`src/rtl/enc_pkg.sv`:
```
package enc_pkg;
  localparam logic [3:0] FN_X4   = 4'd4;
  localparam logic [3:0] FN_PDIR = 4'd5;
  localparam logic [3:0] FN_X2B  = 4'd7;

  localparam logic [2:0] REG_MODE = 3'd0;
  localparam logic [2:0] REG_CTRL = 3'd1;
  localparam logic [2:0] REG_STAT = 3'd2;
  localparam logic [2:0] REG_CEIL = 3'd3;
  localparam logic [2:0] REG_CNT  = 3'd4;
  localparam logic [2:0] REG_CASC = 3'd5;

  localparam int CTRL_RUN_BIT = 0;
  localparam int CLR_SEL_LSB  = 5;
  localparam int CLR_SEL_MSB  = 7;
endpackage

```
`src/rtl/enc_sync.sv`:
```
module enc_sync #(
  parameter int W = 2
) (
  input  logic         clk_i,
  input  logic         rst_ni,
  input  logic [W-1:0] d_i,
  output logic [W-1:0] q_o,
  output logic [W-1:0] prev_o
);
  logic [W-1:0] s1_q, s2_q, s3_q;

  always_ff @(posedge clk_i or negedge rst_ni) begin
    if (!rst_ni) begin
      s1_q <= '0;
      s2_q <= '0;
      s3_q <= '0;
    end else begin
      s1_q <= d_i;
      s2_q <= s1_q;
      s3_q <= s2_q;
    end
  end

  assign q_o    = s2_q;
  assign prev_o = s3_q;
endmodule

```
`src/rtl/phase_decode.sv`:
```
module phase_decode
  import enc_pkg::*;
(
  input  logic [3:0] fn_i,
  input  logic       a_i,
  input  logic       b_i,
  input  logic       a_prev_i,
  input  logic       b_prev_i,
  output logic       up_o,
  output logic       dn_o
);
  logic da, db, step, dir_up;

  assign da = a_i ^ a_prev_i;
  assign db = b_i ^ b_prev_i;

  always_comb begin
    step   = 1'b0;
    dir_up = 1'b0;
    unique case (fn_i)
      FN_X4: begin
        step   = da ^ db;
        dir_up = da ? (a_i != b_i) : (b_i == a_i);
      end
      FN_PDIR: begin
        step   = da & a_i;
        dir_up = b_i;
      end
      FN_X2B: begin
        step   = db & ~da;
        dir_up = (b_i == a_i);
      end
      default: ;
    endcase
  end

  assign up_o = step & dir_up;
  assign dn_o = step & ~dir_up;
endmodule

```
`src/rtl/count_unit.sv`:
```
module count_unit #(
  parameter int W  = 32,
  parameter int NW = 16
) (
  input  logic         clk_i,
  input  logic         rst_ni,
  input  logic         en_i,
  input  logic         wide_i,
  input  logic         up_i,
  input  logic         dn_i,
  input  logic         clr_en_i,
  input  logic [W-1:0] ceil_i,
  input  logic         wr_i,
  input  logic [W-1:0] wr_val_i,
  output logic [W-1:0] cnt_o,
  output logic         dir_o
);
  localparam logic [W-1:0] NARROW_MASK = {{(W-NW){1'b0}}, {NW{1'b1}}};

  logic [W-1:0] cnt_q, mask, cur, lim, nxt;
  logic         dir_q;

  assign mask = wide_i ? '1 : NARROW_MASK;
  assign cur  = cnt_q & mask;
  assign lim  = ceil_i & mask;

  always_comb begin
    nxt = cur;
    if (up_i)
      nxt = (clr_en_i && cur == lim) ? '0 : ((cur + 1'b1) & mask);
    else if (dn_i)
      nxt = (cur == '0) ? (clr_en_i ? lim : mask) : (cur - 1'b1);
  end

  always_ff @(posedge clk_i or negedge rst_ni) begin
    if (!rst_ni) begin
      cnt_q <= '0;
      dir_q <= 1'b1;
    end else if (wr_i) begin
      cnt_q <= wr_val_i & mask;
    end else if (en_i && (up_i || dn_i)) begin
      cnt_q <= nxt;
      dir_q <= up_i;
    end
  end

  assign cnt_o = cnt_q;
  assign dir_o = dir_q;

  assert_wr_override_R8: assert property (@(posedge clk_i) disable iff (!rst_ni)
    wr_i |=> cnt_q == $past(wr_val_i & mask));
  assert_hold_disabled_R9: assert property (@(posedge clk_i) disable iff (!rst_ni)
    (!en_i && !wr_i) |=> (cnt_q == $past(cnt_q)) && (dir_q == $past(dir_q)));
  assert_dir_up_R6: assert property (@(posedge clk_i) disable iff (!rst_ni)
    (en_i && !wr_i && up_i) |=> dir_q);
  assert_dir_dn_R6: assert property (@(posedge clk_i) disable iff (!rst_ni)
    (en_i && !wr_i && dn_i) |=> !dir_q);
endmodule

```
`src/rtl/enc_timer_pair.sv`:
```
module enc_timer_pair
  import enc_pkg::*;
#(
  parameter int CW = 16
) (
  input  logic          clk_i,
  input  logic          rst_ni,
  input  logic [1:0]    a_i,
  input  logic [1:0]    b_i,
  input  logic          wr_en_i,
  input  logic [3:0]    wr_addr_i,
  input  logic [2*CW-1:0] wr_data_i,
  input  logic [3:0]    rd_addr_i,
  output logic [2*CW-1:0] rd_data_o
);
  localparam int NCH = 2;
  localparam int DW  = 2 * CW;

  logic [7:0]    mode_q [NCH];
  logic [7:0]    ctrl_q [NCH];
  logic [CW-1:0] ceil_q [NCH];
  logic          casc_q;

  logic          wch;
  logic [2:0]    wreg;
  assign wch  = wr_addr_i[3];
  assign wreg = wr_addr_i[2:0];

  always_ff @(posedge clk_i or negedge rst_ni) begin
    if (!rst_ni) begin
      for (int i = 0; i < NCH; i++) begin
        mode_q[i] <= '0;
        ctrl_q[i] <= '0;
        ceil_q[i] <= '1;
      end
      casc_q <= 1'b0;
    end else if (wr_en_i) begin
      unique case (wreg)
        REG_MODE: mode_q[wch] <= wr_data_i[7:0];
        REG_CTRL: ctrl_q[wch] <= wr_data_i[7:0];
        REG_CEIL: ceil_q[wch] <= wr_data_i[CW-1:0];
        REG_CASC: casc_q      <= wr_data_i[0];
        default: ;
      endcase
    end
  end

  logic [1:0]    sync_w [NCH];
  logic [1:0]    prev_w [NCH];
  logic          up_w   [NCH];
  logic          dn_w   [NCH];
  logic [DW-1:0] cnt_w  [NCH];
  logic          dir_w  [NCH];

  logic          u_en   [NCH];
  logic          u_wide [NCH];
  logic          u_clr  [NCH];
  logic [DW-1:0] u_ceil [NCH];
  logic          u_wr   [NCH];
  logic [DW-1:0] u_wval [NCH];

  logic cnt_wr;
  assign cnt_wr = wr_en_i && (wreg == REG_CNT);

  always_comb begin
    for (int i = 0; i < NCH; i++) begin
      u_clr[i] = |ctrl_q[i][CLR_SEL_MSB:CLR_SEL_LSB];
    end
    u_en[0]   = ctrl_q[0][CTRL_RUN_BIT];
    u_wide[0] = casc_q;
    u_ceil[0] = {ceil_q[1], ceil_q[0]};
    u_wr[0]   = cnt_wr && (!wch || casc_q);
    if (!casc_q)  u_wval[0] = {{CW{1'b0}}, wr_data_i[CW-1:0]};
    else if (wch) u_wval[0] = {wr_data_i[CW-1:0], cnt_w[0][CW-1:0]};
    else          u_wval[0] = wr_data_i;
    // channel 1 is idle while it serves as the upper half
    u_en[1]   = ctrl_q[1][CTRL_RUN_BIT] && !casc_q;
    u_wide[1] = 1'b0;
    u_ceil[1] = {{CW{1'b0}}, ceil_q[1]};
    u_wr[1]   = cnt_wr && wch && !casc_q;
    u_wval[1] = {{CW{1'b0}}, wr_data_i[CW-1:0]};
  end

  for (genvar g = 0; g < NCH; g++) begin : g_ch
    enc_sync #(.W(2)) u_sync (
      .clk_i  (clk_i),
      .rst_ni (rst_ni),
      .d_i    ({a_i[g], b_i[g]}),
      .q_o    (sync_w[g]),
      .prev_o (prev_w[g])
    );

    phase_decode u_dec (
      .fn_i     (mode_q[g][3:0]),
      .a_i      (sync_w[g][1]),
      .b_i      (sync_w[g][0]),
      .a_prev_i (prev_w[g][1]),
      .b_prev_i (prev_w[g][0]),
      .up_o     (up_w[g]),
      .dn_o     (dn_w[g])
    );

    count_unit #(.W(DW), .NW(CW)) u_cnt (
      .clk_i    (clk_i),
      .rst_ni   (rst_ni),
      .en_i     (u_en[g]),
      .wide_i   (u_wide[g]),
      .up_i     (up_w[g]),
      .dn_i     (dn_w[g]),
      .clr_en_i (u_clr[g]),
      .ceil_i   (u_ceil[g]),
      .wr_i     (u_wr[g]),
      .wr_val_i (u_wval[g]),
      .cnt_o    (cnt_w[g]),
      .dir_o    (dir_w[g])
    );

    assert_step_onehot_R2: assert property (@(posedge clk_i) disable iff (!rst_ni)
      $onehot0({up_w[g], dn_w[g]}));
    assert_illegal_ignored_R5: assert property (@(posedge clk_i) disable iff (!rst_ni)
      ((sync_w[g][1] != prev_w[g][1]) && (sync_w[g][0] != prev_w[g][0]) &&
       (mode_q[g][3:0] != FN_PDIR)) |-> !(up_w[g] || dn_w[g]));
  end

  logic       rch;
  logic [2:0] rreg;
  assign rch  = rd_addr_i[3];
  assign rreg = rd_addr_i[2:0];

  always_comb begin
    rd_data_o = '0;
    unique case (rreg)
      REG_MODE: rd_data_o[7:0]    = mode_q[rch];
      REG_CTRL: rd_data_o[7:0]    = ctrl_q[rch];
      REG_STAT: rd_data_o[7]      = dir_w[rch];
      REG_CEIL: rd_data_o[CW-1:0] = ceil_q[rch];
      REG_CNT: begin
        if (!rch)
          rd_data_o = casc_q ? cnt_w[0] : {{CW{1'b0}}, cnt_w[0][CW-1:0]};
        else
          rd_data_o[CW-1:0] = casc_q ? cnt_w[0][DW-1:CW] : cnt_w[1][CW-1:0];
      end
      REG_CASC: rd_data_o[0] = casc_q;
      default: ;
    endcase
  end
endmodule

```
`config.mk`:
```
export PLATFORM = sky130hd
export DESIGN_NAME = enc_timer_pair
export DESIGN_NICKNAME = d
export VERILOG_FILES = /design/src/rtl/enc_pkg.sv /design/src/rtl/enc_sync.sv /design/src/rtl/phase_decode.sv /design/src/rtl/count_unit.sv /design/src/rtl/enc_timer_pair.sv
export SDC_FILE = /design/constraint.sdc
export NUM_CORES = 1
export LEC_CHECK = 0
export BUFFER_PORTS_ARGS = -buffer_cell sky130_fd_sc_hd__buf_4
export CORE_AREA = 4 4 157 159
export CTS_CLUSTER_SIZE = 24
export DETAILED_ROUTE_END_ITERATION = 10
export DIE_AREA = 0 0 161 163
export GPL_TIMING_DRIVEN = 0
export PLACE_DENSITY = 0.74
export SLEW_MARGIN = 10
export SYNTH_ARGS = -nofsm -noshare
export SYNTH_HDL_FRONTEND = slang
export SYNTH_HIERARCHICAL = 1
export SYNTH_SLANG_ARGS = --single-unit
```
`constraint.sdc`:
```
create_clock -name clk_i -period 3.7 [get_ports clk_i]
set_input_delay 0.185 -clock clk_i [delete_from_list [all_inputs] [get_ports clk_i]]
set_output_delay 0.185 -clock clk_i [all_outputs]
set_load 0.05 [all_outputs]
```
==> impl_metrics.ini <==
[outcome]
status = finished, violations left
violations = setup timing

[grt]
grt_pass1_vias = 13300
grt_pass1_wl_um = 81200
grt_max_degree = 77
grtUsageTotal_pct = 40.5
antenna_found_initial = 0
grt-ovfl-total = 0

[synth]
synth_area_mm2 = 0.0131
ys_seq_area_share_pct = 27.7
netlist_instances = 1595
ys_ff_latch = 143
synth-simple-area-share_pct = 24.3
synth.most_common_cell = nand2_1
synth.top_cell.area_share_pct = 20.9
synth_edf_count = 0
synthAdderAreaFrac_pct = 0.958
synth-xor-area-share_pct = 8.25
postSynthAreaPerCell_um2 = 8.19
synth_commonest_cells = nand2_1 (159), dfrtp_1 (109), nor2_1 (99)
synth_top_family_by_area = simple AND/OR/NAND/NOR gates
synth.area.top_cells = dfrtp_1 (21%), mux2_2 (6.9%), dfstp_2 (6.8%)
synth_ff_type = dfrtp_1
synth_area_leader_cell = dfrtp_1
yosysWarnings = 6
synthMuxAreaShare_pct = 11.5
ys_types = 93
synth-compound-area-share_pct = 21.3
async_flop_share_pct = 100

[detailed_routing]
firstDrtPassIters = 7
detail-route-antenna-nets = 0
first_iter_violations = 2650
route.detailed.drc = 0
vias = 14300
wl_per_cell_um = 26.3
wl_um = 54700
vias_per_cell = 6.86

[sta]
skew_ns = 0.0232
slew_headroom_pct = 29.6
tightestPinTransition_ns = 1.05
setup_viol = 2
rsz0062_at_grt = true
fin_crit_ns = 3.75
timing.final.ws_setup_ns = -0.0456
max_freq_mhz = 267
post-route-period-util_pct = 101
setup_tns_ns = -0.0503
hold_viol_final = 0
finalMaxSlewViolations = 0

[power_and_ir_drop]
powerDensity_mw_per_mm2 = 619
vdd_drop_max_uv = 358
power_mw = 9.29
p_leak_nw = 5.79

[finish]
area_growth_pct = 14.8
layout-drive-gt1-share_pct = 18.8
antenna_cells = 0
fin_area_mm2 = 0.0150
finalNetCount = 1807

[place]
place_area_mm2 = 0.0143
gp_congestion = 1.06
port_buffers = 78
dpl.hpwl_um = 40200

[critical_path]
crit_fanout = 10
r2r_slack_ns = -0.05
crit_required_ns = 3.98
critPathCaptureType = flop
start_kind = flop
crit_type = reg2reg
path_cells = ha_1, ha_1, nor2_1, a21oi_1, o22a_1, nor2_2, clkbuf_2, or3_1, clkbuf_1, nor2_2, o2bb2ai_1, o21ai_0, o211ai_1
cp_slowest_cell = clkbuf_1
cp_top_family = buffers and inverters
crit_buf_inv = 2
critical_path.max_stage_delay_ns = 0.54
cp.arrival_ns = 4.02

[cts]
cts_buffer_depth = 2
cts_buffers = 17
clock-sinks = 143
clkTransAtPathRegs_ns = 0.08
htreeDepth = 4
clockRootBuffer = clkbuf_16
insertion_delay_ns = 0.45
cts_tree = yes

[hold_path]
hp-class = in2reg

[flow_run]
maxCapViolations = 0

[floorplan]
io_pins = 79
die_x_um = 161
design.die.area_mm2 = 0.0262
core_mm2 = 0.0233
dieHeight_um = 163
start_util_pct = 56.1
num_rows = 56
==> cells by family after synthesis <==
group           Yosys count
fa+ha+maj                10
other cells               1
mux                     140
flops                   143
simple gates            594
compound gates          410
buf+inv                 174
xor+xnor                123
==> routing by layer <==
layer	vias up	GRT usage (%)	routed length (um)
met4	0	14.7	2220
met1	6866	57.3	21900
met3	166	8.66	7050
met2	1059	61.4	23600
met5	-	0	0
li1	6186	-	-
==> sequential cells by signal, indices dropped and copies added (netlist names), 2 cells and up <==
name	cells
g_ch.u_sync/q_o	4
g_ch.u_sync/s1_q	4
ceil_q	32
g_ch.u_cnt/cnt_o	64
ctrl_q	16
g_ch.u_cnt/dir_o	2
mode_q	16
g_ch.u_sync/prev_o	4
==> layout make-up <==
type                       instances  area (um2)
multi-input combinational       1331        8910
fill                            2107        8270
sequential                       143        3620
timing repair buffer              84         671
buffer                           143         662
clock buffer                      17         425
tap                              319         399
clock inverter                    15         189
inverter                          30         118
==> path summary, 6_finish.rpt <==
| path | end | cells past startpoint | startpoint |
|---|---|---|---|
| setup / recovery | g_ch[0].u_cnt/cnt_o[27] | 13 | g_ch[0].u_sync/q_o[1] |
| hold / removal | g_ch[1].u_cnt/cnt_o[10] | 2 | wr_data_i[10] |
| setup reg to reg | g_ch[0].u_cnt/cnt_o[27] | 13 | g_ch[0].u_sync/q_o[1] |
| hold reg to reg | g_ch[1].u_sync/q_o[0] | 0 | g_ch[1].u_sync/s1_q[0] |
| max in group asynchronous | ceil_q[21] | 3 | rst_ni |
| min in group asynchronous | g_ch[1].u_cnt/cnt_o[30] | 2 | rst_ni |
==> per-stage QoR <==
step / std cells / util, % / setup WS (ns) / hold slack, ns
6_report: 2082 / 64.5 / -0.0456 / 0.0901
5_1_grt: 2082 / 64.5 / -0.0540 / 0.0696
4_1_cts: 2083 / 64.4 / 0.00687 / 0.0732
3_5_place_dp: 2046 / 61.4 / -0.804 / 0.180
3_3_place_gp: 2045 / 61.2 / -0.881 / 0.295
2_1_floorplan: 1648 / - / 0.867 / -0.111
==> placed cells by master (no fill, tap or decap), types with 34 or more instances in the layout <==
| cell type | netlist | routed |
|---|---|---|
| buf_4 | 6 | 83 |
| xor2_1 | 50 | 50 |
| o21ai_0 | 87 | 87 |
| mux2i_1 | 60 | 60 |
| nand2_1 | 159 | 158 |
| conb_1 | 1 | 54 |
| nor3_1 | 38 | 37 |
| or3_1 | 34 | 34 |
| clkbuf_1 | 89 | 86 |
| dfrtp_1 | 109 | 109 |
| a21oi_1 | 79 | 78 |
| mux2_2 | 80 | 80 |
| buf_2 | 38 | 38 |
| nand3_1 | 48 | 48 |
| nand4_1 | 39 | 39 |
| dfstp_2 | 34 | 34 |
| nor2_1 | 99 | 93 |
| xnor2_1 | 73 | 73 |
==> worst register-to-register path: stages, from the launching register on <==
cell	delay, ns
dfrtp_1	0.43
ha_1	0.34
ha_1	0.30
nor2_1	0.13
a21oi_1	0.07
o22a_1	0.26
nor2_2	0.34
clkbuf_2	0.40
or3_1	0.17
clkbuf_1	0.54
nor2_2	0.18
o2bb2ai_1	0.16
o21ai_0	0.10
o211ai_1	0.17
==> where the power goes <==
| part | internal [mW] | leakage (nW) | switching [mW] | total, mW |
|---|---|---|---|---|
| clock | 0.925 | 0.298 | 0.908 | 1.83 |
| combinational | 1.75 | 3.80 | 2.89 | 4.64 |
| sequential | 2.11 | 1.69 | 0.699 | 2.81 |
| total | 4.79 | 5.79 | 4.50 | 9.29 |
==> timing repair <==
action | 4_1_cts | 5_1_grt
resized for setup | 11 | 7
buffers inserted | 0 | 0
hold buffers | 5 | 0
setup endpoints to repair | 48 | 34
endpoints found under the hold margin | 63 | 0
No activity file was read; power rests on OpenSTA's default activity.
